### src/rtl/vrss_pkg.sv
package vrss_pkg;

    typedef enum logic [2:0] {
        ST_SHUT      = 3'd0,
        ST_DELAY     = 3'd1,
        ST_RAMP_BOOT = 3'd2,
        ST_HOLD      = 3'd3,
        ST_WAIT_VID  = 3'd4,
        ST_RAMP_VID  = 3'd5,
        ST_DONE      = 3'd6
    } seq_state_e;

    typedef enum logic [1:0] {
        MODE_TWO_A   = 2'b00,
        MODE_TWO_B   = 2'b01,
        MODE_ONE_6B  = 2'b10,
        MODE_ONE_5B  = 2'b11
    } seq_mode_e;

    localparam int NOLOAD_W = 5;

    typedef struct packed {
        logic bias_ok;
        logic drv_ok;
        logic cmp_ok;
    } en_flags_t;

    function automatic logic mode_two_stage(input logic [1:0] m);
        return (m == MODE_TWO_A) || (m == MODE_TWO_B);
    endfunction

    function automatic logic code_no_load(input logic [1:0] m,
                                          input logic [NOLOAD_W-1:0] v);
        return (m == MODE_ONE_5B) && (&v);
    endfunction

    function automatic int max_int(input int a, input int b);
        return (a > b) ? a : b;
    endfunction

endpackage

### src/rtl/vrss_gate.sv
module vrss_gate
    import vrss_pkg::*;
(
    input  en_flags_t             flags,
    input  logic [1:0]            mode_sel,
    input  logic [NOLOAD_W-1:0]   vid_lo,
    output logic                  en_all,
    output logic                  start_ok,
    output logic                  two_stage
);

    always_comb begin
        en_all    = flags.bias_ok & flags.drv_ok & flags.cmp_ok;
        start_ok  = en_all & ~code_no_load(mode_sel, vid_lo);
        two_stage = mode_two_stage(mode_sel);
    end

endmodule

### src/rtl/vrss_ramp.sv
module vrss_ramp #(
    parameter int CODE_W   = 8,
    parameter int RAMP_DIV = 4
) (
    input  logic              clk,
    input  logic              rst,
    input  logic              clr,
    input  logic              run,
    input  logic [CODE_W-1:0] tgt,
    output logic [CODE_W-1:0] code,
    output logic              at_tgt
);

    localparam int DIV_W = (RAMP_DIV > 1) ? $clog2(RAMP_DIV) : 1;
    localparam logic [DIV_W-1:0] DIV_LAST = DIV_W'(RAMP_DIV - 1);

    logic [CODE_W-1:0] code_q;
    logic [DIV_W-1:0]  div_q;
    logic              step_now;
    logic              go_up;

    assign at_tgt   = (code_q == tgt);
    assign step_now = run && !at_tgt && (div_q == DIV_LAST);
    assign go_up    = (tgt > code_q);
    assign code     = code_q;

    always_ff @(posedge clk) begin
        if (rst || clr) begin
            code_q <= '0;
            div_q  <= '0;
        end else if (run && !at_tgt) begin
            if (step_now) begin
                div_q  <= '0;
                code_q <= go_up ? code_q + 1'b1 : code_q - 1'b1;
            end else begin
                div_q  <= div_q + 1'b1;
            end
        end else begin
            div_q <= '0;
        end
    end

endmodule

### src/rtl/vrss_fsm.sv
module vrss_fsm
    import vrss_pkg::*;
#(
    parameter int                CODE_W    = 8,
    parameter int                TD1_CYC   = 16,
    parameter int                TD3_CYC   = 32,
    parameter logic [CODE_W-1:0] BOOT_CODE = 8'd44
) (
    input  logic              clk,
    input  logic              rst,
    input  logic              en_all,
    input  logic              start_ok,
    input  logic              two_stage,
    input  logic [CODE_W-1:0] vid_code,
    input  logic              vid_valid,
    input  logic              at_tgt,
    output seq_state_e        state,
    output logic [CODE_W-1:0] tgt
);

    localparam int TMR_MAX = max_int(TD1_CYC, TD3_CYC);
    localparam int TMR_W   = $clog2(TMR_MAX + 1);
    localparam logic [TMR_W-1:0] TD1_LAST = TMR_W'(TD1_CYC - 1);
    localparam logic [TMR_W-1:0] TD3_LAST = TMR_W'(TD3_CYC - 1);

    seq_state_e        st_q, st_d;
    logic [TMR_W-1:0]  tmr_q, tmr_d;
    logic [CODE_W-1:0] tgt_q, tgt_d;

    always_comb begin
        st_d  = st_q;
        tmr_d = tmr_q;
        tgt_d = tgt_q;
        if (!en_all) begin
            st_d  = ST_SHUT;
            tmr_d = '0;
        end else begin
            unique case (st_q)
                ST_SHUT: begin
                    if (start_ok) begin
                        st_d  = ST_DELAY;
                        tmr_d = '0;
                    end
                end
                ST_DELAY: begin
                    if (tmr_q == TD1_LAST) begin
                        tmr_d = '0;
                        if (two_stage) begin
                            tgt_d = BOOT_CODE;
                            st_d  = ST_RAMP_BOOT;
                        end else if (vid_valid) begin
                            tgt_d = vid_code;
                            st_d  = ST_RAMP_VID;
                        end else begin
                            st_d  = ST_WAIT_VID;
                        end
                    end else begin
                        tmr_d = tmr_q + 1'b1;
                    end
                end
                ST_RAMP_BOOT: begin
                    if (at_tgt) begin
                        st_d  = ST_HOLD;
                        tmr_d = '0;
                    end
                end
                ST_HOLD: begin
                    if (tmr_q == TD3_LAST) begin
                        tmr_d = '0;
                        if (vid_valid) begin
                            tgt_d = vid_code;
                            st_d  = ST_RAMP_VID;
                        end else begin
                            st_d  = ST_WAIT_VID;
                        end
                    end else begin
                        tmr_d = tmr_q + 1'b1;
                    end
                end
                ST_WAIT_VID: begin
                    if (vid_valid) begin
                        tgt_d = vid_code;
                        st_d  = ST_RAMP_VID;
                    end
                end
                ST_RAMP_VID: begin
                    if (at_tgt) begin
                        st_d = ST_DONE;
                    end
                end
                ST_DONE: begin
                    st_d = ST_DONE;
                end
                default: begin
                    st_d = ST_SHUT;
                end
            endcase
        end
    end

    always_ff @(posedge clk) begin
        if (rst) begin
            st_q  <= ST_SHUT;
            tmr_q <= '0;
            tgt_q <= '0;
        end else begin
            st_q  <= st_d;
            tmr_q <= tmr_d;
            tgt_q <= tgt_d;
        end
    end

    assign state = st_q;
    assign tgt   = tgt_q;

endmodule

### src/rtl/vr_softstart_seq.sv
module vr_softstart_seq
    import vrss_pkg::*;
#(
    parameter int                CODE_W    = 8,
    parameter int                TD1_CYC   = 16,
    parameter int                TD3_CYC   = 32,
    parameter int                RAMP_DIV  = 4,
    parameter logic [CODE_W-1:0] BOOT_CODE = 8'd44
) (
    input  logic              clk,
    input  logic              rst,
    input  logic              bias_por_ok,
    input  logic              drv_por_ok,
    input  logic              en_cmp_ok,
    input  logic [1:0]        mode_sel,
    input  logic [CODE_W-1:0] vid_code,
    input  logic              vid_valid,
    input  logic              out_in_window,
    output logic [CODE_W-1:0] dac_code,
    output logic              pwm_hiz,
    output logic              pgood
);

    en_flags_t         flags;
    logic              en_all;
    logic              start_ok;
    logic              two_stage;
    logic              at_tgt;
    logic              ramp_run;
    seq_state_e        state;
    logic [CODE_W-1:0] tgt;
    logic              pgood_q;

    assign flags = '{bias_ok: bias_por_ok, drv_ok: drv_por_ok, cmp_ok: en_cmp_ok};

    vrss_gate u_gate (
        .flags     (flags),
        .mode_sel  (mode_sel),
        .vid_lo    (vid_code[NOLOAD_W-1:0]),
        .en_all    (en_all),
        .start_ok  (start_ok),
        .two_stage (two_stage)
    );

    vrss_fsm #(
        .CODE_W    (CODE_W),
        .TD1_CYC   (TD1_CYC),
        .TD3_CYC   (TD3_CYC),
        .BOOT_CODE (BOOT_CODE)
    ) u_fsm (
        .clk       (clk),
        .rst       (rst),
        .en_all    (en_all),
        .start_ok  (start_ok),
        .two_stage (two_stage),
        .vid_code  (vid_code),
        .vid_valid (vid_valid),
        .at_tgt    (at_tgt),
        .state     (state),
        .tgt       (tgt)
    );

    assign ramp_run = (state == ST_RAMP_BOOT) || (state == ST_RAMP_VID);

    vrss_ramp #(
        .CODE_W   (CODE_W),
        .RAMP_DIV (RAMP_DIV)
    ) u_ramp (
        .clk    (clk),
        .rst    (rst),
        .clr    (!en_all),
        .run    (ramp_run),
        .tgt    (tgt),
        .code   (dac_code),
        .at_tgt (at_tgt)
    );

    always_ff @(posedge clk) begin
        if (rst) begin
            pgood_q <= 1'b0;
        end else begin
            pgood_q <= en_all && (state == ST_DONE) && out_in_window;
        end
    end

    assign pgood   = pgood_q;
    assign pwm_hiz = (state == ST_SHUT);

endmodule

### config.mk
export PLATFORM = sky130hd
export DESIGN_NAME = vr_softstart_seq
export DESIGN_NICKNAME = d
export VERILOG_FILES = /design/src/rtl/vrss_pkg.sv /design/src/rtl/vrss_gate.sv /design/src/rtl/vrss_ramp.sv /design/src/rtl/vrss_fsm.sv /design/src/rtl/vr_softstart_seq.sv
export SDC_FILE = /design/constraint.sdc
export NUM_CORES = 1
export LEC_CHECK = 0
export ABC_AREA = 1
export BUFFER_PORTS_ARGS = -buffer_cell sky130_fd_sc_hd__buf_2
export CELL_PAD_IN_SITES_DETAIL_PLACEMENT = 1
export CELL_PAD_IN_SITES_GLOBAL_PLACEMENT = 1
export CORE_ASPECT_RATIO = 1.4
export CORE_MARGIN = 3
export CORE_UTILIZATION = 41
export CTS_CLUSTER_SIZE = 24
export DETAILED_ROUTE_END_ITERATION = 6
export PLACE_DENSITY_LB_ADDON = 0.2
export SYNTH_ARGS = -nofsm -noshare
export SYNTH_HDL_FRONTEND = slang
export SYNTH_SLANG_ARGS = --single-unit
### constraint.sdc
create_clock -name clk -period 3.4 [get_ports clk]
set_clock_uncertainty 0.05 [all_clocks]
set_input_delay 0.51 -clock clk [delete_from_list [all_inputs] [get_ports clk]]
set_output_delay 0.51 -clock clk [all_outputs]
set_load 0.05 [all_outputs]
* Yosys cells after proc, flatten, opt, wreduce, memory -nomap -nowiden
Cells that the tools add are included.
** Cells by class
- Add/sub/neg operators :: 4
- Equal/unequal tests :: 18
- Order comparisons :: 1
- Bitwise operators :: 6
- Reduce and logical (&&, ||, !) cells :: 21
- Multiplexer cells :: 20
** Operator list (number)
- $mux W8 :: 5
- $mux W6 :: 4
- $pmux W6 S4 :: 1
- $pmux W8 S3 :: 1
- $mux W3 :: 7
- $pmux W3 S7 :: 1
- $ne A2 B1 Y1 const B :: 5
- $eq A3 B3 Y1 const B :: 3
- $add A8 B1 Y8 const B :: 1
- $eq A8 B8 Y1 :: 1
- $gt A8 B8 Y1 :: 1
- $sub A8 B1 Y8 const B :: 1
- $add A6 B1 Y6 const B :: 1
- $eq A3 B2 Y1 const B :: 2
- $eq A6 B4 Y1 const B :: 1
- $eq A6 B5 Y1 const B :: 1
- $reduce_and A6 Y1 :: 1
- $logic_and A1 B1 Y1 :: 5
- $reduce_and A5 Y1 :: 1
- $eq A2 B2 Y1 const B :: 2
- $reduce_and A4 Y1 :: 1
- $reduce_bool A4 Y1 :: 1
- $and A1 B1 Y1 :: 3
- $eq A3 B1 Y1 const B :: 1
- other kinds (14) :: 19
** Storage, ports and cells
- Register bits after elaboration :: 28
- Bits of input ports :: 17
- Logic and storage cells :: 76
- Output and inout port bits :: 10

* Depth between registers and ports, before layout
Gate-level depths: netlist of run 1.
- Word-level depth :: 6
- Depth in mapped cells :: 21
- Gate-level depth less buffers :: 21

* Hierarchy
From an unflattened synthesis of run 1, not the netlist that was laid out.
** Second synthesis, totals
- Cells, all modules :: 302
- Area total of the unflattened synthesis :: 2107.0 um^2
** By module, submodules not included
- vrss_fsm :: cells each 150, seq. area each 340.3 um^2, area an instance 1039.7 um^2, times used 1
- vrss_ramp :: cells each 128, seq. area each 200.2 um^2, area an instance 952.2 um^2, times used 1
- vr_softstart_seq :: cells each 14, seq. area each 20.0 um^2, area an instance 75.1 um^2, times used 1
- vrss_gate :: cells each 10, seq. area each 0.0 um^2, area an instance 40.0 um^2, times used 1

* Worst setup path after synthesis of run 1
Ideal clock, no wire load.
- Path kind :: reg2reg
- From :: register u_ramp.code_q[1] (netlist: u_ramp.code[1])
- To :: register u_ramp.code_q[6] (netlist: u_ramp.code[6])
- Arrival time :: 2.775 ns
- Clock period less this slack :: 2.940 ns
- Setup slack :: 0.460 ns
- Stages on the path, launching flop included :: 20
- Path buffers :: 0
- Cells stage by stage :: dfxtp_1 inv_1 ha_1 nand2_1 nand2_1 nand2_1 nand2_1 nand2_1 nand2_1 nand2_1 inv_1 fa_1 o21ai_0 nand2_1 nand2_1 nand2_1 nand2_1 nor2_1 o21ai_0 inv_1
** Between the ends
- Longest elaborated chain between the ends :: 5
** RTL lines
- start: declaration :: line vrss_ramp.sv:17 : logic [CODE_W-1:0] code_q;
- start signal: assignment :: line vrss_ramp.sv:34 : code_q <= go_up ? code_q + 1'b1 : code_q - 1'b1;
- branches (longest 5 deep; another with $sub A8 B1 Y8)
Parallel ways; which one is timed is not known.
A chain may end at the register's enable or synchronous reset.

* Worst setup path after layout of run 1
Same ends and word-level chain as after synthesis.

==> flow_summary.yaml, run 1 <==
worst_setup_path:
  path_class: "reg2reg"
  r2r_start: "u_ramp.code[1]$_SDFFE_PP0P_"
  rrSetupSlack_ns: 0.34
  crit_arrival_ns: 3.21
  crit_required_ns: 3.55
  r2r_cells: 19
  start_kind: "flip-flop"
  path_cells: "inv_1 -> ha_1 -> nand2_1 -> nand2_1 -> nand2_1 -> nand2_1 -> nand2_1 -> nand2_1 -> nand2_1 -> inv_1 -> fa_1 -> o21ai_0 -> nand2_1 -> nand2_1 -> nand2_1 -> nand2_1 -> nor2_1 -> o21ai_0 -> inv_1"
  crit_family: "simple AND/OR/NAND/NOR gates"
  crit_path_frequent_cell: "nand2_1"
  critical_path_buf_inv_count: 3
  cpPeakStageDelay_ns: 0.43
  critPathSlowestCell: "fa_1"
  crit_path_max_fanout: 9
  critPathCaptureType: "flip-flop"
  timing.rr.end: "u_ramp.code[6]$_SDFFE_PP0P_"
final_layout:
  final_common_cell: "nand2_1"
  fillCellCount: 592
  antenna_cells: 0
  layout.nets: 329
  utilization: 0.498
  layout_common_cells: "nand2_1, a21oi_1, dfxtp_1"
  drive_gt1_frac: 0.184
  synthToLayoutAreaGrowth_pct: 14.1
global_routing:
  grt_max_degree: 17
  grt_overflow_total: 0
  antenna_found_initial: 0
  grt_pass1_vias: 1865
  grt_pass1_wl_um: 8310
  grtUsageTotal: 0.190
routing:
  route.final.wire_length_um: 4860
  wl_met2_um: 2530
  top_layer: "met4"
  drt-pass1-iter-count: 4
  via_per_inst: 5.12
  drt-met1-wl_um: 2100
  drtAntennaViolNets: 0
  wl_per_cell_um: 13.8
  drc: 0
  route.vias.total: 1806
  wl_met3_um: 132
  drt_iter0_markers: 36
synthesis:
  synth-edff-count: 0
  ys_seq_area_frac: 0.298
  syn_nets: 301
  synth.distinct_cells: 38
  synthMuxAreaShare: 0
  ys_warn_count: 0
  synthXorXnorAreaFrac: 0.0186
  synth_compound_area_frac: 0.197
  avgSynthCellArea_sq_um: 7.07
  synth_seq_cells: 28
  synthSimpleGateAreaFrac: 0.284
  synthArstFlopShare: 0
  syn_area_sq_um: 1880
  synth_fa_ha_area_frac: 0.124
  synth_top_family_by_area: "simple AND/OR/NAND/NOR gates"
  ys.flop_type: "dfxtp_1"
  syn_inst: 266
run_status:
  status: "finished clean"
floorplanning:
  die_area_sq_um: 5450
  io_pins: 27
  die_x_um: 63.2
  fp.coreArea_sq_um: 4310
  die_h_um: 86.1
  initial_utilization: 0.436
  num_rows: 28
timing:
  setup_violations: 0
  slew-limit-headroom: 0.676
  rsz0062_at_grt: "no"
  final_hold_viol_count: 0
  finalCriticalPeriod_ns: 3.06
  fmax_ghz: 0.327
  worst_pin_slew_ns: 0.482
  fin_crit_sh: 0.901
  whs_ns: 0.395
  final.setup.tns_ns: 0
  drv_slew: 0
min_path:
  min_from: "u_ramp.div_q[0]$_SDFF_PP0_"
  hold_class: "reg2reg"
  hold_end: "u_ramp.div_q[0]$_SDFF_PP0_"
  min_path_cells: 1
run:
  maxCapViolCount: 0
clock_tree:
  hold_buffers: 0
  h-tree-depth: 1
  cts_made_buffers: 3
  clock_latency_ns: 0.29
  cts_resized: 0
  clock_sinks: 28
  post-cts-setup-buffers: 0
  clockBufferDepth: 2
  cts.clk_slew.worst_paths_ns: 0.11
  cts_tree: "built"
  cts_root_buf: "clkbuf_8"
place:
  port_buffers: 26
  gp_congestion: 0.794
  dp_hpwl_um: 3890
power:
  powerDensity_nw_per_um2: 299
  sw_frac_of_total: 0.218
  totalPowerFinal_mw: 0.641
  seqPwrFrac: 0.512
  p_clk_frac: 0.429
  p_leak_nw: 0.986
  ir_drop_mv: 0.197
  comb_power_share: 0.059
  p_switching_mw: 0.140
  intPower_mw: 0.501
## power groups by stage
stage	clock [mW]	combinational, mW	sequential, mW
2_1_floorplan	0	0.0216	0.336
3_3_place_gp	0	0.0377	0.336
3_5_place_dp	0	0.0379	0.336
4_1_cts	0.277	0.0382	0.328
5_1_grt	0.293	0.0429	0.329
6_report	0.275	0.0377	0.328
## worst max-delay path by stage
stage / from / endpoint / slack, ns / cells past startpoint
final: u_ramp.code[1]$_SDFFE_PP0P_ / u_ramp.code[6]$_SDFFE_PP0P_ / 0.34 / 19
after floorplan: u_ramp.code[1]$_SDFFE_PP0P_ / u_ramp.code[6]$_SDFFE_PP0P_ / 0.46 / 19
after global routing: u_ramp.code[1]$_SDFFE_PP0P_ / u_ramp.code[6]$_SDFFE_PP0P_ / 0.06 / 19
after CTS: u_ramp.code[1]$_SDFFE_PP0P_ / u_ramp.code[6]$_SDFFE_PP0P_ / 0.29 / 19
after detailed placement: u_ramp.code[1]$_SDFFE_PP0P_ / u_ramp.code[6]$_SDFFE_PP0P_ / 0.37 / 19
after global placement: u_ramp.code[1]$_SDFFE_PP0P_ / u_ramp.code[6]$_SDFFE_PP0P_ / 0.52 / 19
## cell usage after synthesis (3+ instances only)
library cell	number	area, sq um
nand2_2	3	18.8
o21bai_1	5	37.5
nand2_1	60	225
nor2_4	3	33.8
ha_1	17	213
clkbuf_1	3	11.3
inv_1	27	101
nor2_1	21	78.8
o21ai_0	21	105
nand3_1	9	45.0
a21oi_1	30	150
o22ai_1	5	31.3
inv_2	4	15.0
xor2_1	3	26.3
dfxtp_1	28	561
## per-layer routing
| metal | track usage | vias to the layer above |
|---|---|---|
| met2 | 0.354 | 32 |
| met5 | 0 | - |
| met4 | 0.0688 | 0 |
| li1 | - | 932 |
| met1 | 0.222 | 833 |
| met3 | 0.0197 | 9 |
## cells by family (layout without fill, tap and decap cells)
kind of cell / after synthesis / count (layout)
AO/OA/AOI/OAI: 67 / 67
adder cells (fa/ha/maj): 18 / 18
AND/OR/NAND/NOR: 111 / 111
buffers and inverters: 38 / 65
flip-flops: 28 / 28
XOR/XNOR: 4 / 4
## state kept, by name, summed over array words and instances, names as in the netlist
name	flops
u_ramp.code	8
u_fsm.tmr_q	6
u_fsm.state	3
u_ramp.div_q	2
u_fsm.tgt	8
pgood	1
## final cells by class
class / count / area, sq um / share of cell area
clock inverter: 1 / 30.0 / 0.0140
inverter: 34 / 129 / 0.0601
sequential: 28 / 561 / 0.261
tap: 60 / 75.1 / 0.0350
clock buffer: 3 / 41.3 / 0.0192
timing repair buffer: 27 / 138 / 0.0641
multi-input combinational: 200 / 1170 / 0.546
## stage by stage
step	setup WS [ns]	area, sq um	std cells
4_1_cts	0.294	2150	353
3_5_place_dp	0.365	2070	349
5_1_grt	0.0574	2150	353
6_report	0.338	2150	353
2_1_floorplan	0.460	1880	266
3_3_place_gp	0.515	2070	349
Note: power is estimated with default switching activity, not from simulation.
==> run 2, diff against run 1 <==
- CORE_ASPECT_RATIO: 1.4 -> default
- MAX_ROUTING_LAYER: default -> met4
==> flow_summary.yaml, run 2 (synthesis results as in run 1) <==
run_status:
  status: "finished clean"
routing:
  route.vias.total: 1788
  drc: 0
  wl_per_cell_um: 14.2
  via_per_inst: 5.20
  route.final.wire_length_um: 4870
  drt_iter0_markers: 56
  drt-pass1-iter-count: 4
  drtAntennaViolNets: 0
clock_tree:
  clock_latency_ns: 0.27
  post-cts-setup-buffers: 0
  clock_sinks: 28
  clockBufferDepth: 2
  cts_made_buffers: 3
  cts.clk_slew.worst_paths_ns: 0.10
  cts_tree: "built"
  hold_buffers: 0
  cts_resized: 0
  h-tree-depth: 1
  cts_root_buf: "clkbuf_8"
floorplanning:
  num_rows: 24
  die_area_sq_um: 5440
  die_h_um: 73.7
  initial_utilization: 0.429
  fp.coreArea_sq_um: 4380
  io_pins: 27
  die_x_um: 73.7
power:
  intPower_mw: 0.423
  p_switching_mw: 0.129
  powerDensity_nw_per_um2: 262
  sw_frac_of_total: 0.234
  comb_power_share: 0.069
  ir_drop_mv: 0.147
  p_clk_frac: 0.336
  seqPwrFrac: 0.595
  p_leak_nw: 0.973
final_layout:
  antenna_cells: 0
  layout_common_cells: "nand2_1, a21oi_1, dfxtp_1"
  fillCellCount: 592
  multi_input_area_sq_um: 1170
  layout.nets: 329
  drive_gt1_frac: 0.185
  seqCellArea_sq_um: 561
  final_common_cell: "nand2_1"
  synthToLayoutAreaGrowth_pct: 12.1
min_path:
  hold_class: "in2reg"
  min_from: "out_in_window"
global_routing:
  grt_pass1_vias: 1810
  grt_max_degree: 15
  grtUsageTotal: 0.202
  grt_overflow_total: 0
  antenna_found_initial: 0
  grt_pass1_wl_um: 8400
place:
  gp_congestion: 0.849
  dp_hpwl_um: 3860
  port_buffers: 26
  pre_cts_ws_ns: 0.423
worst_setup_path:
  path_cells: "inv_1 -> ha_1 -> nand2_2 -> nor2_4 -> nand4_4 -> nand2_2 -> inv_1 -> fa_1 -> o21ai_0 -> nand2_1 -> nand2_1 -> nand2_1 -> nand2_1 -> nor2_1 -> o21ai_0 -> inv_1"
  crit_arrival_ns: 3.00
  cpPeakStageDelay_ns: 0.42
  r2r_start: "u_ramp.code[7]$_SDFFE_PP0P_"
  crit_path_frequent_cell: "nand2_1"
  crit_start: "u_ramp.code[7]$_SDFFE_PP0P_"
  path_class: "reg2reg"
  start_kind: "flip-flop"
  crit_path_max_fanout: 9
  critPathSlowestCell: "dfxtp_1"
  crit_required_ns: 3.53
  crit_family: "simple AND/OR/NAND/NOR gates"
  critPathCaptureType: "flip-flop"
  critical_path_buf_inv_count: 3
timing:
  layout_setup_ws_ns: 0.530
  drv_slew: 0
  slew-limit-headroom: 0.678
  rsz0062_at_grt: "no"
  final.setup.tns_ns: 0
  fin_crit_sh: 0.844
  setup_violations: 0
  finalCriticalPeriod_ns: 2.87
  worst_pin_slew_ns: 0.479
  final_hold_viol_count: 0
  fmax_ghz: 0.348
run:
  maxCapViolCount: 0
run 2: changes by cell type in the layout (fill, tap and decap cells not counted), sizes merged:
cell,change
bufinv,-1
run 2: power by group through the flow:
stage | Sequential (mW) | Combinational [mW] | Clock [mW]
5_1_grt | 0.329 | 0.0437 | 0.210
3_3_place_gp | 0.336 | 0.0377 | 0
4_1_cts | 0.328 | 0.0383 | 0.197
2_1_floorplan | 0.336 | 0.0216 | 0
6_report | 0.328 | 0.0380 | 0.185
3_5_place_dp | 0.336 | 0.0382 | 0
run 2: cell type report:
type / instances / share of cell area
multi-input cells: 200 / 0.557
inverters: 34 / 0.0611
flip-flops and latches: 28 / 0.266
well taps: 52 / 0.0309
clock buffers: 3 / 0.0196
repair buffers: 27 / 0.0653
run 2: through the flow:
stage	total power, mW	hold WS, ns	util	instances	instance area (sq um)
finish	0.552	0.423	0.481	344	2110
global placement	0.374	0.377	0.471	341	2060
floorplan	0.357	0.356	-	266	1880
detailed placement	0.374	0.378	0.471	341	2060
global route	0.582	0.431	0.481	344	2110
CTS	0.563	0.420	0.480	344	2110
run 2: worst register-to-register path, delay by kind of cell (launching register included):
kind / cells / cell delay (ns)
AOI/OAI and AO/OA: 2 / 0.43
adders and majority gates: 2 / 0.74
buffers and inverters: 3 / 0.20
DFF: 1 / 0.42
and+or+nand+nor: 9 / 0.95
run 2: path summary, 6_finish.rpt:
check                                      to  slack, ns  cells past startpoint
setup / recovery  u_ramp.code[6]$_SDFFE_PP0P_       0.53                     16
hold / removal               pgood$_SDFF_PP0_       0.42                      3
setup reg to reg  u_ramp.code[6]$_SDFFE_PP0P_       0.53                     16
hold reg to reg    u_ramp.div_q[0]$_SDFF_PP0_       0.44                      1
run 2: layer usage:
layer  part of all wire  vias to the layer above  track usage
met5                  0                        -            -
met4             0.0074                        0       0.0362
met3              0.028                        4       0.0219
li1                   -                      940            -
met2               0.45                       28        0.323
met1               0.51                      816        0.276
==> run 3, diff against run 2 <==
- clock period: 3.4 -> 2.69 ns (I/O delays scaled with it)
==> flow_summary.yaml, run 3 (synthesis results as in run 1) <==
floorplanning:
  die_h_um: 73.7
  die_x_um: 73.7
  fp.coreArea_sq_um: 4380
  initial_utilization: 0.429
  io_pins: 27
  num_rows: 24
  die_area_sq_um: 5440
timing:
  worst_pin_slew_ns: 0.484
  whs_ns: 0.308
  slew-limit-headroom: 0.675
  fmax_ghz: 0.381
  finalCriticalPeriod_ns: 2.63
  fin_crit_sh: 0.976
  final_hold_viol_count: 0
  drv_slew: 0
  setup_violations: 0
worst_setup_path:
  path_class: "reg2reg"
  crit_path_max_fanout: 5
  crit_arrival_ns: 2.76
  start_kind: "flip-flop"
  cpPeakStageDelay_ns: 0.37
  crit_path_frequent_cell: "nand2_1"
  crit_required_ns: 2.83
  critPathCaptureType: "flip-flop"
  critPathSlowestCell: "fa_2"
  path_cells: "inv_1 -> ha_1 -> a21oi_1 -> nor2_2 -> nor2_4 -> nand2_4 -> nand2_8 -> inv_1 -> fa_2 -> o21ai_2 -> nand2_1 -> nand2_1 -> nand2_1 -> nand2_1 -> nor2_1 -> o21ai_1 -> inv_1"
min_path:
  hold_class: "in2reg"
global_routing:
  grt_overflow_total: 0
  grtUsageTotal: 0.202
  grt_pass1_wl_um: 8490
  grt_max_degree: 17
  antenna_found_initial: 0
  grt_pass1_vias: 1834
place:
  dp_hpwl_um: 3980
  placed_cells: 347
  place_area_sq_um: 2130
  gp_congestion: 0.805
  port_buffers: 26
final_layout:
  layout_common_cells: "nand2_1, inv_1, buf_2"
  layout.cell_area.non_filler_sq_um: 2430
  finalNonFillerCells: 357
  drive_gt1_frac: 0.315
  synthToLayoutAreaGrowth_pct: 29.5
  layout.nets: 341
  fillCellCount: 572
  final_common_cell: "nand2_1"
  utilization: 0.555
  antenna_cells: 0
clock_tree:
  cts_tree: "built"
  clock_sinks: 28
  h-tree-depth: 1
  clockBufferDepth: 2
  cts_made_buffers: 3
  cts.clk_slew.worst_paths_ns: 0.11
  cts_root_buf: "clkbuf_8"
  clock_latency_ns: 0.28
power:
  intPower_mw: 0.628
  sw_frac_of_total: 0.218
  powerDensity_nw_per_um2: 330
  totalPowerFinal_mw: 0.804
  p_leak_nw: 1.07
  comb_power_share: 0.063
  ir_drop_mv: 0.239
  seqPwrFrac: 0.509
  p_switching_mw: 0.176
  p_clk_frac: 0.428
routing:
  wl_per_cell_um: 15.8
  drt-pass1-iter-count: 4
  drc: 0
  via_per_inst: 5.30
  route.final.wire_length_um: 5660
  drt_iter0_markers: 64
  route.vias.total: 1893
  drtAntennaViolNets: 0
run_status:
  status: "finished clean"
run:
  maxCapViolCount: 0
## run 3: cell count changes in the layout (fill, tap and decap cells not counted), sizes merged
cell / delta
nand2: +1
bufinv: +1
buf: +11
## run 3: cell type report
| type | instances | area, sq um | area share |
|---|---|---|---|
| clock buffers | 3 | 41.3 | 0.0170 |
| clock inverters | 1 | 30.0 | 0.0123 |
| flip-flops and latches | 28 | 584 | 0.240 |
| well taps | 52 | 65.1 | 0.0267 |
| repair buffers | 38 | 220 | 0.0904 |
| multi-input cells | 201 | 1370 | 0.561 |
| inverters | 34 | 129 | 0.0529 |
## run 3: what timing repair did
action | CTS | global route
hold buffers | 0 | 0
gates cloned | 1 | 0
setup buffers | 0 | 5
endpoints found under the setup margin | 3 | 4
pin swaps | 1 | 9
gates resized for setup | 5 | 28
## run 3: routing by layer
layer	track usage	part of all wire	up-vias
met2	0.305	0.49	32
met3	0.0246	0.029	6
met5	-	0	-
met1	0.287	0.47	895
met4	0.0483	0.0090	0
li1	-	-	960
## run 3: worst paths after layout
| kind | startpoint | cells after the start | slack [ns] | end |
|---|---|---|---|---|
| max | u_ramp.code[5]$_SDFFE_PP0P_ | 17 | 0.06 | u_ramp.code[6]$_SDFFE_PP0P_ |
| min | out_in_window | 3 | 0.31 | pgood$_SDFF_PP0_ |
| max reg2reg | u_ramp.code[5]$_SDFFE_PP0P_ | 17 | 0.06 | u_ramp.code[6]$_SDFFE_PP0P_ |
| min reg2reg | u_ramp.div_q[0]$_SDFF_PP0_ | 1 | 0.40 | u_ramp.div_q[0]$_SDFF_PP0_ |
## run 3: critical path: cells and delay by family, from the launching register on
kind	cells	cell delay (ns)
and+or+nand+nor	9	0.79
AOI/OAI and AO/OA	3	0.49
adders and majority gates	2	0.68
DFF	1	0.36
buffers and inverters	3	0.18
## run 3: through the flow
step / worst slack, ns / TNS (ns)
2_1_floorplan: 0.0686 / 0
3_3_place_gp: 0.0824 / 0
3_5_place_dp: -0.0345 / -0.0345
4_1_cts: 0.0302 / 0
5_1_grt: -0.0856 / -0.199
6_report: 0.0633 / 0
## run 3: power by group through the flow
stage	clock network, mW	registers, mW	logic (mW)
after CTS	0.349	0.413	0.0492
after floorplan	0	0.422	0.0273
after global routing	0.364	0.409	0.0571
after detailed placement	0	0.423	0.0486
final	0.344	0.409	0.0510
after global placement	0	0.422	0.0482
